File: src/rtl/shift_unit.sv
module shift_unit #(
  parameter int W  = 32,
  parameter int AW = 8,
  parameter int IW = 5
) (
  input  logic [W-1:0]  din,
  input  logic [W-1:0]  amt_reg,
  input  logic [IW-1:0] amt_imm,
  input  logic          use_imm,
  input  logic [1:0]    op,
  input  logic          c_in,
  output logic [W-1:0]  dout,
  output logic          c_out,
  output logic          n_out,
  output logic          z_out
);
  localparam int EW = AW + 1;
  localparam int KW = $clog2(W);
  localparam logic [EW-1:0] FULL = EW'(W);

  typedef enum logic [1:0] {OP_LSL, OP_LSR, OP_ASR, OP_ROR} op_e;

  logic [EW-1:0]  amt;
  logic [W:0]     left_ext, right_ext, arith_ext;
  logic [2*W-1:0] rot_ext;
  logic [KW-1:0]  k;
  logic           right_kind;

  assign right_kind = (op == OP_LSR) || (op == OP_ASR);
  assign amt = use_imm ? ((right_kind && amt_imm == '0) ? FULL : EW'(amt_imm))
                       : EW'(amt_reg[AW-1:0]);

  assign k         = amt[KW-1:0];
  assign left_ext  = {1'b0, din} << amt;
  assign right_ext = {din, 1'b0} >> amt;
  assign arith_ext = $signed({din, 1'b0}) >>> amt;
  assign rot_ext   = {din, din} >> k;

  always_comb begin
    dout  = din;
    c_out = c_in;
    if (amt != '0) begin
      case (op_e'(op))
        OP_LSL: {c_out, dout} = left_ext;
        OP_LSR: {dout, c_out} = right_ext;
        OP_ASR: {dout, c_out} = arith_ext;
        default: begin
          dout  = rot_ext[W-1:0];
          c_out = rot_ext[W-1];
        end
      endcase
    end
  end

  assign n_out = dout[W-1];
  assign z_out = (dout == '0);

  always_comb begin
    if (!use_imm && amt_reg[AW-1:0] == '0 && amt_reg[W-1:AW] != '0)
      a_r1_upper_bits_ignored: assert (dout == din && c_out == c_in);
    if (use_imm && amt_imm == '0 && !right_kind)
      a_r2_imm_zero_passthrough: assert (dout == din && c_out == c_in);
    if (!use_imm && op == OP_LSL && amt_reg[AW-1:0] > AW'(W))
      a_r3_lsl_overrange_clears: assert (dout == '0 && !c_out);
    if (op == OP_LSR && (use_imm || amt_reg[AW-1:0] != '0))
      a_r4_lsr_top_bit_clear: assert (!dout[W-1]);
    if (op == OP_ASR && din[W-1] && use_imm && amt_imm == '0)
      a_r6_asr_negative_saturates: assert (&dout && c_out);
    if (op == OP_ASR && !din[W-1])
      a_r7_asr_positive_stays_positive: assert (!n_out);
    if (op == OP_ROR)
      a_r8_rotate_keeps_ones: assert ($countones(dout) == $countones(din));
  end
endmodule

File: config.mk
export PLATFORM = sky130hd
export DESIGN_NAME = shift_unit
export DESIGN_NICKNAME = d
export VERILOG_FILES = /design/src/rtl/shift_unit.sv
export SDC_FILE = /design/constraint.sdc
export NUM_CORES = 1
export LEC_CHECK = 0
export ABC_AREA = 1
export BUFFER_PORTS_ARGS = -buffer_cell sky130_fd_sc_hd__buf_2
export CAP_MARGIN = 15
export CORE_MARGIN = 2
export CORE_UTILIZATION = 45
export DETAILED_ROUTE_END_ITERATION = 8
export SYNTH_ARGS = -nofsm -noshare
export SYNTH_HDL_FRONTEND = slang
export SYNTH_SLANG_ARGS = --single-unit
export TNS_END_PERCENT = 1
File: constraint.sdc
create_clock -name vclk -period 3.58
set_input_delay 0.716 -clock vclk [all_inputs]
set_output_delay 0.716 -clock vclk [all_outputs]
set_load 0.02 [all_outputs]
==> flow_summary.json, run 1 <==
{
  "overflow": 4,
  "syn_area_mm2": 0.00784,
  "failed_stage": "global routing (5_1_grt)",
  "yosysWarnings": 0,
  "track_usage_pct": 61.2,
  "yosysMostFrequentCell": "nand2_1",
  "first-error": "[ERROR GRT-0232] Routing congestion too high. Check the congestion heatmap in the GUI.",
  "synthCells": 1775,
  "place_hpwl_mm": 38.4,
  "die_w_um": 136,
  "postGrtWorstEndpoint": "z_out",
  "start_util_pct": 45.7,
  "outcome": "did not finish",
  "synth_cell_types": 39,
  "io_pins": 108,
  "grt_start_max_net_pins": 67,
  "synth_area_per_cell_um2": 4.42,
  "fp.dieH_um": 136,
  "yosysSeqAreaShare_pct": 0,
  "worstEpCategory": "top-level output",
  "syn_nets": 1852,
  "synth_area_leaders": "nand2_1 (40%), nand3_1 (29%), inv_1 (5.9%), buf_2 (3.4%), a21oi_1 (3.3%)",
  "hold_buffers": 0,
  "num_rows": 48,
  "routabilityCongestion": 1.13,
  "synth_top_area_share_pct": 39.9,
  "synth_commonest_cells": "nand2_1 (833), nand3_1 (451), inv_1 (124)",
  "synth_top_area_cell": "nand2_1",
  "port_buffers": 84
}
==> metal layers <==
metal	track usage [%]	overflow
met5	2.22	0
met4	55.3	1
met3	34.3	0
met2	83.4	3
met1	66.7	0
==> cells by family after synthesis <==
kind of cell               synth area share, %
adders and majority gates                0.638
buffers and inverters                     13.4
AOI/OAI and AO/OA                         10.0
and+or+nand+nor                           76.0
==> stage by stage <==
stage	setup slack [ns]	utilization (%)	cells	instance area, um2
floorplan	0.0574	-	1775	7840
CTS	-0.443	62.3	2268	10700
detailed placement	-0.616	60.7	2265	10400
global placement	-0.665	60.7	2265	10400
==> timing repair <==
item,4_1_cts
pin swaps,4
setup endpoints to repair,35
gates resized for setup,83
setup buffers,3
cloned,0
==> run 2, diff against run 1 <==
--- a/config.mk
+++ b/config.mk
@@ -9,8 +9,9 @@
 export BUFFER_PORTS_ARGS = -buffer_cell sky130_fd_sc_hd__buf_2
 export CAP_MARGIN = 15
 export CORE_MARGIN = 2
-export CORE_UTILIZATION = 45
+export CORE_UTILIZATION = 30
 export DETAILED_ROUTE_END_ITERATION = 8
+export PLACE_DENSITY_LB_ADDON = 0.15
 export SYNTH_ARGS = -nofsm -noshare
 export SYNTH_HDL_FRONTEND = slang
 export SYNTH_SLANG_ARGS = --single-unit
==> run 2 against run 1 <==
Net effect:
- the flow now finishes, with violations (negative setup slack)
- synthesized area unchanged
- synthesized cell count is the same
==> flow_summary.json, run 2 <==
{
  "outcome": "complete, but fails checks",
  "failed_checks": "negative setup slack",
  "holdPathStages": 4,
  "hold_buffers": 0,
  "synth_commonest_cells": "nand2_1 (833), nand3_1 (451), inv_1 (124)",
  "io_pins": 108,
  "hold_viol_final": 0,
  "crit_fanout": 9,
  "slew_headroom_pct": 74.7,
  "synth_area_per_cell_um2": 4.42,
  "start_util_pct": 30.4,
  "period_minus_slack_ns": 4.08,
  "worst_slack_ns": -0.496,
  "final_cell_mix": "nand2_1 (626), buf_4 (377), nand3_1 (326)",
  "hold_ws_ns": 1.80,
  "required_ns": 2.86,
  "clock.fmax_mhz": 245,
  "netSwitchingPower_mw": 1.94,
  "place_ws_ns": -0.806,
  "cpMostUsedCell": "buf_12",
  "synth_area_leaders": "nand2_1 (40%), nand3_1 (29%), inv_1 (5.9%), buf_2 (3.4%), a21oi_1 (3.3%)",
  "holdPathEnd": "c_out",
  "pwr-share-clk_pct": 0,
  "seq_power_share_pct": 0,
  "synth_top_area_cell": "nand2_1",
  "timing.final.crit_share_pct": 114,
  "path_cells": "buf_12 > buf_12 > o21ai_4 > clkinv_4 > buf_12 > buf_12 > buf_4 > nand3_2 > buf_4 > nand3_2 > nand3_1 > nand3_1 > nand2_1 > nand2_2 > a21oi_4 > nor2_4 > nand2_1 > nor2_1 > nand3_1 > nor2_1 > buf_4",
  "cpPeakStageDelay_ns": 0.32,
  "wl_per_cell_um": 23.8,
  "yosysSeqAreaShare_pct": 0,
  "grt_pass1_wl_mm": 83.1,
  "holdCritStartpoint": "c_in",
  "crit_path_top_delay_cell": "o21ai_4",
  "fp.dieH_um": 166,
  "end_kind": "output pin",
  "syn_area_mm2": 0.00784,
  "p_leak_nw": 7.39,
  "fillCellCount": 2850,
  "antenna_found_initial": 1,
  "dr.pass1.iters": 7,
  "setup_violations": 35,
  "rsz0062_at_grt": "yes",
  "synthCells": 1775,
  "die_w_um": 166,
  "syn_nets": 1852,
  "synth_top_area_share_pct": 39.9,
  "path_class": "in2out",
  "worstHoldPathType": "in2out",
  "vias": 14300,
  "clkbuf_count": 0,
  "seqCellArea_um2": 0,
  "cp_data_arrival_time_ns": 3.36,
  "combPwrFrac_pct": 100.0,
  "routabilityCongestion": 1.09,
  "core_region_area_mm2": 0.0258,
  "yosysMostFrequentCell": "nand2_1",
  "track_usage_pct": 39.9,
  "detail-route-antenna-nets": 0,
  "die-area_mm2": 0.0275,
  "port_buffers": 84,
  "layout_commonest_cell": "nand2_1",
  "grt_start_max_net_pins": 39,
  "yosysWarnings": 0,
  "peakVddDrop_mv": 0.106,
  "maxSlewViolCount": 0,
  "nFlopsAndLatches": 0,
  "via_per_inst": 5.71,
  "drtIter0Drc": 1679,
  "num_rows": 59,
  "route.detailed.drc": 0,
  "n_antenna_cell": 0,
  "synth_cell_types": 39,
  "overflow": 0,
  "internal_power_mw": 1.23,
  "power.density_mw_per_mm2": 229,
  "place_hpwl_mm": 46.5,
  "nNetsFinal": 2251,
  "p_sw_share_pct": 61.2,
  "cp-start-kind": "input port",
  "drive_above_1_share_pct": 43.6,
  "finalWirelength_mm": 59.7,
  "grt_pass1_vias": 13200,
  "worst_pin_slew_ns": 0.378,
  "maxCapViolCount": 0,
  "area_growth_pct": 76.4
}
[run 2: kinds of logic (layout without fill, tap and decap cells)]
logic type,count (synthesis),count (layout),synth area share [%]
and+or+nand+nor,1396,1396,76.0
buffers and inverters,238,635,13.4
AOI/OAI and AO/OA,137,137,10.0
adders and majority gates,4,4,0.638
[run 2: stage by stage]
stage	std cells	setup TNS, ns	total power [mW]	cell area, um2	utilization (%)
3_5_place_dp	2448	-13.68	2.49	11100	43.1
3_3_place_gp	2448	-13.98	2.50	11100	43.1
4_1_cts	2466	-5.39	2.66	11900	46.0
2_1_floorplan	1775	0	1.30	7840	-
6_report	2507	-10.06	3.18	13800	53.6
5_1_grt	2507	-12.65	3.36	13800	53.6
[run 2: worst max path at each step]
stage               startpoint  cells after the start  endpoint
finish                 use_imm                     21     z_out
floorplan                op[0]                     17     z_out
CTS                    use_imm                     25     z_out
global placement       use_imm                     21     z_out
global route           use_imm                     23     z_out
detailed placement     use_imm                     22     z_out
[run 2: layer usage]
metal	part of all wire [%]	up-vias	GRT usage [%]	routed length, um
met2	45	836	66.0	26600
met5	0.022	-	0	13
met1	38	6631	48.7	22500
met4	8.9	2	27.0	5300
li1	-	6582	-	-
met3	8.9	256	4.52	5330
[run 2: cell type report]
class / count / area (um2) / share of cell area (%)
timing repair buffer: 504 / 4380 / 31.6
multi-input combinational: 1537 / 8520 / 61.6
tap: 335 / 419 / 3.03
inverter: 131 / 523 / 3.78
[run 2: worst max-delay path: cells and delay by family]
| family | cells | cell delay, ns |
|---|---|---|
| AOI/OAI and AO/OA | 2 | 0.52 |
| and+or+nand+nor | 11 | 0.86 |
| buffers and inverters | 8 | 1.22 |
[run 2: repair_timing]
action,in CTS,in global routing
resized for setup,156,409
gates cloned,3,11
pin swaps,21,103
setup buffers,15,32
setup endpoints to repair,35,35
[run 2: power groups by stage]
| stage | sequential (mW) | clock (mW) | combinational, mW |
|---|---|---|---|
| after floorplan | 0 | 0 | 1.30 |
| after global placement | 0 | 0 | 2.50 |
| after detailed placement | 0 | 0 | 2.49 |
| after CTS | 0 | 0 | 2.66 |
| after global routing | 0 | 0 | 3.36 |
| final | 0 | 0 | 3.18 |
Power figures use the tool's default switching activity.
